$ cat src/rtl/pipeTrackerPkg.sv
package pipeTrackerPkg;

  typedef enum logic [1:0] {
    OP_NONE  = 2'b00,
    OP_REG   = 2'b01,
    OP_LOAD  = 2'b10,
    OP_STORE = 2'b11
  } opClass_t;

  // consumed in execute
  typedef struct packed {
    logic useAddr;
    logic useAlu;
  } exCtrl_t;

  // consumed in memory
  typedef struct packed {
    logic rd;
    logic wr;
  } memCtrl_t;

  // consumed in writeback
  typedef struct packed {
    logic regWr;
  } wbCtrl_t;

  // control to datapath strobes
  typedef struct packed {
    logic advanceFront;
    logic bubbleDecode;
  } strobe_t;

endpackage

$ cat src/rtl/pipeTrackerDecode.sv
module pipeTrackerDecode
  import pipeTrackerPkg::*;
#(
  parameter int REG_W = 5
) (
  input  logic             slotValid,
  input  logic [1:0]       opBits,
  input  logic [REG_W-1:0] destField,
  output exCtrl_t          exCtrl,
  output memCtrl_t         memCtrl,
  output wbCtrl_t          wbCtrl,
  output logic [REG_W-1:0] dest
);

  opClass_t opClass;

  always_comb begin
    opClass = opClass_t'(opBits);
    exCtrl  = '0;
    memCtrl = '0;
    wbCtrl  = '0;
    if (slotValid) begin
      unique case (opClass)
        OP_REG: begin
          exCtrl.useAlu = 1'b1;
          wbCtrl.regWr  = 1'b1;
        end
        OP_LOAD: begin
          exCtrl.useAddr = 1'b1;
          memCtrl.rd     = 1'b1;
          wbCtrl.regWr   = 1'b1;
        end
        OP_STORE: begin
          exCtrl.useAddr = 1'b1;
          memCtrl.wr     = 1'b1;
        end
        default: ;
      endcase
    end
    dest = slotValid ? destField : '0;
  end

endmodule

$ cat src/rtl/pipeTrackerHazard.sv
module pipeTrackerHazard
  import pipeTrackerPkg::*;
#(
  parameter bit SHARED_MEM = 1'b1
) (
  input  logic    memStageAccess,
  output strobe_t strb,
  output logic    stall
);

  generate
    if (SHARED_MEM) begin : g_sharedPort
      // memory stage owns the single port this cycle
      assign stall = memStageAccess;
    end else begin : g_splitPort
      logic unusedAccess;
      assign unusedAccess = memStageAccess;
      assign stall = 1'b0;
    end
  endgenerate

  always_comb begin
    strb.advanceFront = !stall;
    strb.bubbleDecode = stall;
  end

endmodule

$ cat src/rtl/pipeTrackerDatapath.sv
module pipeTrackerDatapath
  import pipeTrackerPkg::*;
#(
  parameter int XLEN        = 32,
  parameter int PC_W        = 32,
  parameter int REG_W       = 5,
  parameter int CNT_W       = 16,
  parameter int INSTR_BYTES = 4
) (
  input  logic             clk,
  input  logic             rst,
  input  logic [XLEN-1:0]  instrWord,
  input  logic             instrValid,
  input  strobe_t          strb,
  input  exCtrl_t          decEx,
  input  memCtrl_t         decMem,
  input  wbCtrl_t          decWb,
  input  logic [REG_W-1:0] decDest,
  output logic             decValid,
  output logic [1:0]       decOpBits,
  output logic [REG_W-1:0] decDestField,
  output logic             memStageAccess,
  output logic [PC_W-1:0]  fetchPc,
  output logic [1:0]       exSel,
  output logic             wbValid,
  output logic             wbEn,
  output logic [REG_W-1:0] wbReg,
  output logic [XLEN-1:0]  wbInstr,
  output logic [PC_W-1:0]  wbPcPlus4,
  output logic [CNT_W-1:0] retireCount
);

  localparam int OP_MSB = XLEN - 1;
  localparam logic [PC_W-1:0] PC_STEP = PC_W'(INSTR_BYTES);

  typedef struct packed {
    logic            valid;
    logic [XLEN-1:0] instr;
    logic [PC_W-1:0] pcPlus4;
  } ifIdRec_t;

  typedef struct packed {
    logic             valid;
    logic [XLEN-1:0]  instr;
    logic [PC_W-1:0]  pcPlus4;
    logic [REG_W-1:0] dest;
    exCtrl_t          ex;
    memCtrl_t         mem;
    wbCtrl_t          wb;
  } idExRec_t;

  typedef struct packed {
    logic             valid;
    logic [XLEN-1:0]  instr;
    logic [PC_W-1:0]  pcPlus4;
    logic [REG_W-1:0] dest;
    memCtrl_t         mem;
    wbCtrl_t          wb;
  } exMemRec_t;

  typedef struct packed {
    logic             valid;
    logic [XLEN-1:0]  instr;
    logic [PC_W-1:0]  pcPlus4;
    logic [REG_W-1:0] dest;
    wbCtrl_t          wb;
  } memWbRec_t;

  logic [PC_W-1:0]  pcQ;
  logic [PC_W-1:0]  pcPlusStep;
  logic [CNT_W-1:0] retireQ;
  ifIdRec_t  ifIdQ,  ifIdNext;
  idExRec_t  idExQ,  idExNext;
  exMemRec_t exMemQ, exMemNext;
  memWbRec_t memWbQ, memWbNext;

  assign pcPlusStep = pcQ + PC_STEP;

  // field split for the decoder
  assign decValid     = ifIdQ.valid;
  assign decOpBits    = ifIdQ.instr[OP_MSB -: 2];
  assign decDestField = ifIdQ.instr[REG_W-1:0];

  always_comb begin
    ifIdNext.valid   = instrValid;
    ifIdNext.instr   = instrWord;
    ifIdNext.pcPlus4 = pcPlusStep;

    idExNext.valid   = ifIdQ.valid;
    idExNext.instr   = ifIdQ.instr;
    idExNext.pcPlus4 = ifIdQ.pcPlus4;
    idExNext.dest    = decDest;
    idExNext.ex      = decEx;
    idExNext.mem     = decMem;
    idExNext.wb      = decWb;

    // execute group is shed here
    exMemNext.valid   = idExQ.valid;
    exMemNext.instr   = idExQ.instr;
    exMemNext.pcPlus4 = idExQ.pcPlus4;
    exMemNext.dest    = idExQ.dest;
    exMemNext.mem     = idExQ.mem;
    exMemNext.wb      = idExQ.wb;

    // memory group is shed here
    memWbNext.valid   = exMemQ.valid;
    memWbNext.instr   = exMemQ.instr;
    memWbNext.pcPlus4 = exMemQ.pcPlus4;
    memWbNext.dest    = exMemQ.dest;
    memWbNext.wb      = exMemQ.wb;
  end

  always_ff @(posedge clk) begin
    if (rst) begin
      pcQ     <= '0;
      ifIdQ   <= '0;
      idExQ   <= '0;
      exMemQ  <= '0;
      memWbQ  <= '0;
      retireQ <= '0;
    end else begin
      if (strb.advanceFront) begin
        pcQ   <= pcPlusStep;
        ifIdQ <= ifIdNext;
      end
      if (strb.bubbleDecode) begin
        idExQ <= '0;
      end else begin
        idExQ <= idExNext;
      end
      exMemQ <= exMemNext;
      memWbQ <= memWbNext;
      if (memWbQ.valid) begin
        retireQ <= retireQ + CNT_W'(1);
      end
    end
  end

  assign memStageAccess = exMemQ.valid && (exMemQ.mem.rd || exMemQ.mem.wr);
  assign fetchPc        = pcQ;
  assign exSel          = idExQ.valid ? {idExQ.ex.useAddr, idExQ.ex.useAlu} : 2'b00;
  assign wbValid        = memWbQ.valid;
  assign wbEn           = memWbQ.valid && memWbQ.wb.regWr && (memWbQ.dest != '0);
  assign wbReg          = memWbQ.dest;
  assign wbInstr        = memWbQ.instr;
  assign wbPcPlus4      = memWbQ.pcPlus4;
  assign retireCount    = retireQ;

endmodule

$ cat src/rtl/pipeTracker.sv
module pipeTracker
  import pipeTrackerPkg::*;
#(
  parameter int XLEN       = 32,
  parameter int PC_W       = 32,
  parameter int REG_W      = 5,
  parameter int CNT_W      = 16,
  parameter bit SHARED_MEM = 1'b1
) (
  input  logic             clk,
  input  logic             rst,
  input  logic [XLEN-1:0]  instrWord,
  input  logic             instrValid,
  output logic [PC_W-1:0]  fetchPc,
  output logic             stall,
  output logic [1:0]       exSel,
  output logic             wbValid,
  output logic             wbEn,
  output logic [REG_W-1:0] wbReg,
  output logic [XLEN-1:0]  wbInstr,
  output logic [PC_W-1:0]  wbPcPlus4,
  output logic [CNT_W-1:0] retireCount
);

  strobe_t          strb;
  exCtrl_t          decEx;
  memCtrl_t         decMem;
  wbCtrl_t          decWb;
  logic [REG_W-1:0] decDest;
  logic             decValid;
  logic [1:0]       decOpBits;
  logic [REG_W-1:0] decDestField;
  logic             memStageAccess;

  pipeTrackerDecode #(.REG_W(REG_W)) u_decode (
    .slotValid (decValid),
    .opBits    (decOpBits),
    .destField (decDestField),
    .exCtrl    (decEx),
    .memCtrl   (decMem),
    .wbCtrl    (decWb),
    .dest      (decDest)
  );

  pipeTrackerHazard #(.SHARED_MEM(SHARED_MEM)) u_hazard (
    .memStageAccess (memStageAccess),
    .strb           (strb),
    .stall          (stall)
  );

  pipeTrackerDatapath #(
    .XLEN  (XLEN),
    .PC_W  (PC_W),
    .REG_W (REG_W),
    .CNT_W (CNT_W)
  ) u_datapath (
    .clk            (clk),
    .rst            (rst),
    .instrWord      (instrWord),
    .instrValid     (instrValid),
    .strb           (strb),
    .decEx          (decEx),
    .decMem         (decMem),
    .decWb          (decWb),
    .decDest        (decDest),
    .decValid       (decValid),
    .decOpBits      (decOpBits),
    .decDestField   (decDestField),
    .memStageAccess (memStageAccess),
    .fetchPc        (fetchPc),
    .exSel          (exSel),
    .wbValid        (wbValid),
    .wbEn           (wbEn),
    .wbReg          (wbReg),
    .wbInstr        (wbInstr),
    .wbPcPlus4      (wbPcPlus4),
    .retireCount    (retireCount)
  );

endmodule

$ cat config.mk
export PLATFORM = sky130hd
export DESIGN_NAME = pipeTracker
export DESIGN_NICKNAME = d
export VERILOG_FILES = /design/src/rtl/pipeTrackerPkg.sv /design/src/rtl/pipeTrackerDecode.sv /design/src/rtl/pipeTrackerHazard.sv /design/src/rtl/pipeTrackerDatapath.sv /design/src/rtl/pipeTracker.sv
export SDC_FILE = /design/constraint.sdc
export NUM_CORES = 1
export LEC_CHECK = 0
export ABC_AREA = 1
export BUFFER_PORTS_ARGS = -buffer_cell sky130_fd_sc_hd__buf_4
export CAP_MARGIN = 20
export CORE_MARGIN = 10
export CORE_UTILIZATION = 40
export CTS_CLUSTER_SIZE = 14
export DETAILED_ROUTE_END_ITERATION = 8
export PLACE_DENSITY = 0.66
export SLEW_MARGIN = 5
export SYNTH_ARGS = -nofsm -noshare
export SYNTH_HDL_FRONTEND = slang
export SYNTH_SLANG_ARGS = --single-unit
$ cat constraint.sdc
create_clock -name clk -period 2.1 [get_ports clk]
set_input_delay 0.315 -clock clk [delete_from_list [all_inputs] [get_ports clk]]
set_output_delay 0.315 -clock clk [all_outputs]
set_load 0.1 [all_outputs]
Yosys cells after proc, flatten, opt, wreduce, memory -nomap -nowiden
Index checks and enable logic that the tools add are counted.
- flip-flop bits (word level): 300
- input port bits: 35
- word-level logic and storage cells: 46
- add/subtract/negate cells: 2
- equal/unequal tests: 3
- mux-type cells: 6
- bitwise gates (word level): 1
- reductions and logical operators: 9
- operators by type and width (operator ; number):
    adder 32 x 3 -> 32 bit, second input constant ; 1
    adder 16 x 1 -> 16 bit, second input constant ; 1
    OR reduction 2 bit ; 3
    two-way mux 1 bit ; 5
    nonzero test 5 bit ; 1
    equality test 2 bit, second input constant ; 2
    logical AND 1 bit ; 3
    OR reduction 3 bit ; 1
    equality test 2 x 1 -> 1 bit, second input constant ; 1
    two-way mux 2 bit ; 1
    logical OR 1 bit ; 1
    NOT 1 bit ; 1

Longest topological paths before layout
- word-level depth: 3
- gate-level depth with buffers: 9

Cells and area by module
A second synthesis with hierarchy kept.
- cells, all modules: 1298
- area total of the unflattened synthesis: 10506.3 µm²
- modules (own cells, without submodules) (module ; times used ; cells each ; area each (µm²) ; seq. area each (µm²)):
    pipeTrackerDatapath ; 1 ; 1270 ; 10349.9 ; 5845.6
    pipeTrackerDecode ; 1 ; 25 ; 137.6 ; 0.0
    pipeTrackerHazard ; 1 ; 3 ; 18.8 ; 0.0

Worst setup path before layout
Ideal clock, no wire load.
- path type: register to output
- start point: reg u_datapath.memWbQ, in the netlist u_datapath.wbValid
- end point: out wbEn
- arrival: 1899 ps
- required time: 1785 ps
- path slack: -114 ps
- cell stages (with the launch flop): 4
- buffers on the path: 1
- cell sequence: dfxtp_1 > buf_2 > nand3_1 > inv_1
- cells in the longest elaborated chain, start to end: 2
- RTL lines (item ; line ; RTL):
    from (decl) ; pipeTrackerDatapath.sv:75 ; memWbRec_t memWbQ, memWbNext;
    from (signal assigned) ; pipeTrackerDatapath.sv:132 ; memWbQ <= memWbNext;
    logical AND 1 bit (2 in series) ; pipeTrackerDatapath.sv:143 ; assign wbEn = memWbQ.valid && memWbQ.wb.regWr && (memWbQ.dest != '0);
    to (decl) ; pipeTracker.sv:18 ; output logic wbEn,
Every way passes these cells.

Worst setup path after layout
- start point: reg u_datapath.exMemQ[72] (netlist name)
- end point: out stall
- cells in the longest elaborated chain, start to end: 1
- RTL lines (item ; line ; RTL):
    from (decl) ; pipeTrackerDatapath.sv:74 ; exMemRec_t exMemQ, exMemNext;
    from (signal assigned) ; pipeTrackerDatapath.sv:131 ; exMemQ <= exMemNext;
    logical AND 1 bit ; pipeTrackerDatapath.sv:139 ; assign memStageAccess = exMemQ.valid && (exMemQ.mem.rd || exMemQ.mem.wr);
    to (decl) ; pipeTracker.sv:15 ; output logic stall,
Every way passes these cells.

==> impl_metrics.py <==
metrics = {
    "run_status": {
        "outcome": "finished clean",
    },
    "power": {
        "p_leak_nw": 5.11,
        "peakVddDrop_v": 0.000590,
        "p_per_area_nw_per_um2": 991,
    },
    "clock_tree": {
        "cts.path.max_buffers": 3,
        "clk_latency_ns": 0.57,
        "clk_pin_slew_ns": 0.06,
        "h-tree-depth": 1,
        "cts_buffers": 30,
        "cts.repair.resized": 0,
        "clock_sinks": 292,
        "holdBufCountCts": 1,
        "cts_tree": "done",
        "postCtsSetupBuffers": 0,
        "clock_tree.root_cell": "clkbuf_16",
    },
    "logic_synthesis": {
        "synthDistinctLibCells": 30,
        "synth_async_sr_flop_share_pct": 0,
        "synth_edf_count": 0,
        "synth_ff_type": "dfxtp_1",
        "avgSynthCellArea_sq_um": 8.31,
        "postSynthCellCount": 1222,
        "synth_compound_area_share_pct": 5.85,
        "yosysTopAreaCellShare_pct": 57.5,
        "synthAdderAreaFrac_pct": 0.616,
        "synthTopCellsByCount": "dfxtp_1, nor2_1, inv_1, buf_4, nand2_1",
        "synth_top_family_by_area": "buffers and inverters",
        "synth_top_area_cell": "dfxtp_1",
        "ys_seq_area_share_pct": 57.5,
        "ys_ff_latch": 292,
        "synth-simple-area-share_pct": 17.5,
        "muxShareOfSynthArea_pct": 0,
        "netlist_area_sq_um": 10200,
        "yosysMostFrequentCell": "dfxtp_1",
        "ys_warn_count": 0,
        "synthTopCellsByArea": "dfxtp_1, nor2_1, inv_1",
        "synth_xor_area_share_pct": 0.172,
    },
    "setup_path": {
        "worstSetupEndpoint": "stall",
        "cpLargestDelayFamily": "buffers and inverters",
        "cp.depth": 3,
        "critPathBufInv": 2,
        "startpoint": "u_datapath.exMemQ[72]$_SDFF_PP0_",
        "cp-end-kind": "primary output",
        "start_kind": "register",
        "cp_data_arrival_time_ns": 1.57,
        "crit-reg2reg-launch": "u_datapath.idExNext[12]$_SDFFE_PP0N_",
        "crit_slowest_cell": "dfxtp_1",
        "path_max_fanout": 5,
        "slowest_delay_ns": 0.39,
        "worstSetupPathType": "reg2out",
        "ff2ff_setup_slack_ns": 0.51,
        "crit_required_ns": 1.78,
        "rr_worst_depth": 8,
        "crit_path_cell_trace": "inv_2, nor2_4, buf_4",
        "r2r_end": "u_datapath.idExNext[34]$_SDFFE_PP0N_",
    },
    "placement": {
        "placed_area_sq_um": 10900,
        "dp_slack_ns": 0.527,
        "io_buffer_count": 152,
        "dp_hpwl_microns": 13900,
        "finalWeightedCongestion": 0.868,
    },
    "timing": {
        "slew_violations": 0,
        "setup_tns_ns": 0,
        "hold_viol": 0,
        "period_share_pct": 89.7,
        "slew_headroom_pct": 41.1,
        "min_period_ns": 1.88,
        "hold_ws_ns": 0.0248,
        "rsz0062_at_grt": "false",
        "skew_ns": 0.0226,
        "fmax_mhz": 531,
        "worst_slack_ns": 0.217,
        "worstMarginPinSlew_ns": 0.883,
        "setup_viol": 0,
    },
    "drt": {
        "wl_met1_microns": 8750,
        "wirelength_microns": 20000,
        "drc": 0,
        "dr_wl_met3_microns": 1520,
        "dr_wl_met2_microns": 9320,
        "via_per_inst": 4.14,
        "wl_per_cell_microns": 12.3,
        "vias": 6742,
        "dr.pass1.iters": 5,
        "ant_nets": 0,
        "drt_iter0_markers": 354,
        "top_layer": "met4",
    },
    "flow_run": {
        "maxCapViolCount": 0,
    },
    "global_routing": {
        "track_usage_pct": 12.3,
        "grt.overflow.total": 0,
        "grt_antenna_before_repair": 0,
        "grt_pass1_wl_microns": 32400,
        "grt_pass1_vias": 6531,
        "grt_max_degree": 86,
    },
    "floorplanning": {
        "rows": 58,
        "core_sq_um": 25100,
        "die-height_microns": 179,
        "start_util_pct": 40.5,
        "pin_count": 157,
        "die_w_microns": 179,
        "die-area_sq_um": 32200,
    },
    "finish": {
        "drive_above_1_share_pct": 18.3,
        "antennaDiodeCount": 0,
        "fin_nets": 1317,
        "areaGrowthSynthToFinish_pct": 18.1,
        "design_area_sq_um": 12000,
    },
    "min_path": {
        "hold_path.class": "in2reg",
    },
}
worst min path at each step:
| stage | to | depth (start not counted) | slack (ns) | start |
|---|---|---|---|---|
| floorplan | u_datapath.exMemQ[0]$_SDFF_PP0_ | 2 | 0.39 | u_datapath.exMemNext[0]$_SDFF_PP0_ |
| global placement | u_datapath.exMemQ[56]$_SDFF_PP0_ | 2 | 0.39 | u_datapath.exMemNext[56]$_SDFF_PP0_ |
| detailed placement | u_datapath.exMemQ[44]$_SDFF_PP0_ | 2 | 0.39 | u_datapath.exMemNext[44]$_SDFF_PP0_ |
| CTS | u_datapath.idExNext[56]$_SDFFE_PP0N_ | 3 | 0.005 | instrWord[14] |
| global route | u_datapath.decDestField[1]$_SDFFE_PP0N_ | 3 | 0.02 | instrWord[1] |
| finish | u_datapath.decDestField[0]$_SDFFE_PP0N_ | 3 | 0.02 | instrWord[0] |
flip-flops by register name, indices dropped and copies added (netlist names), 2 cells and up:
name,cells
u_datapath.idExQ,2
u_datapath.retireCount,16
u_datapath.decOpBits,2
u_datapath.idExNext,55
u_datapath.decDestField,5
u_datapath.exMemNext,71
u_datapath.wbReg,5
u_datapath.exMemQ,71
u_datapath.wbPcPlus4,30
u_datapath.wbInstr,32
cell usage in the layout, fill, tap and decap left out, types with 2 or more instances in the layout:
| cell | synthesis | routed |
|---|---|---|
| clkinv_4 | 0 | 2 |
| nor2_2 | 4 | 3 |
| buf_4 | 101 | 158 |
| a21oi_1 | 63 | 63 |
| bufinv_16 | 0 | 6 |
| inv_2 | 2 | 3 |
| clkinv_2 | 0 | 7 |
| nand3_1 | 27 | 27 |
| nor2_1 | 276 | 276 |
| o21ai_0 | 49 | 49 |
| xor2_1 | 2 | 2 |
| o21ai_1 | 2 | 2 |
| clkbuf_8 | 0 | 4 |
| nor3_1 | 15 | 15 |
| clkbuf_1 | 19 | 3 |
| nand4_1 | 12 | 12 |
| dfxtp_2 | 0 | 3 |
| ha_1 | 5 | 5 |
| nand2_1 | 70 | 70 |
| nor2_4 | 7 | 8 |
| clkbuf_16 | 0 | 30 |
| buf_12 | 0 | 2 |
| dfxtp_1 | 292 | 289 |
| nand2_2 | 3 | 3 |
| conb_1 | 1 | 4 |
| inv_1 | 243 | 242 |
power by group:
part           leakage, nW  switching (mW)  internal (mW)
Sequential            2.37          0.0346           5.64
Clock                0.545            2.20           3.53
Combinational         2.19           0.347          0.129
Total                 5.11            2.58           9.30
kinds of logic (layout without fill, tap and decap cells):
logic type / count (synthesis) / after routing
AND/OR/NAND/NOR: 420 / 420
buffers and inverters: 386 / 461
flip-flops: 292 / 292
AO/OA/AOI/OAI: 116 / 116
adder cells (fa/ha/maj): 5 / 5
XOR/XNOR: 2 / 2
other: 1 / 4
area by class of cell:
type / count / area [sq um]
clock buffer: 37 / 817
clock inverter: 18 / 288
fill: 2410 / 13100
inverter: 245 / 920
multi-input combinational: 547 / 2470
sequential: 292 / 5850
tap: 330 / 413
timing repair buffer: 161 / 1240
worst register-to-register path, delay by kind of cell (launching register included):
kind	cells	cell delay, ns
flip-flops	1	0.41
AND/OR/NAND/NOR	7	0.81
adder cells (fa/ha/maj)	1	0.22
stage by stage:
stage / cells / utilization, % / total power, mW
floorplan: 1225 / - / 6.17
global placement: 1574 / 43.3 / 6.27
detailed placement: 1574 / 43.3 / 6.28
CTS: 1630 / 47.8 / 12.1
global route: 1630 / 47.8 / 12.3
finish: 1630 / 47.8 / 11.9
metal layers:
layer	vias up	GRT usage, %
met4	0	3.59
li1	3625	-
met1	2939	14.9
met3	29	3.21
met5	-	0
met2	149	21.0
(Power assumes the default switching activity.)
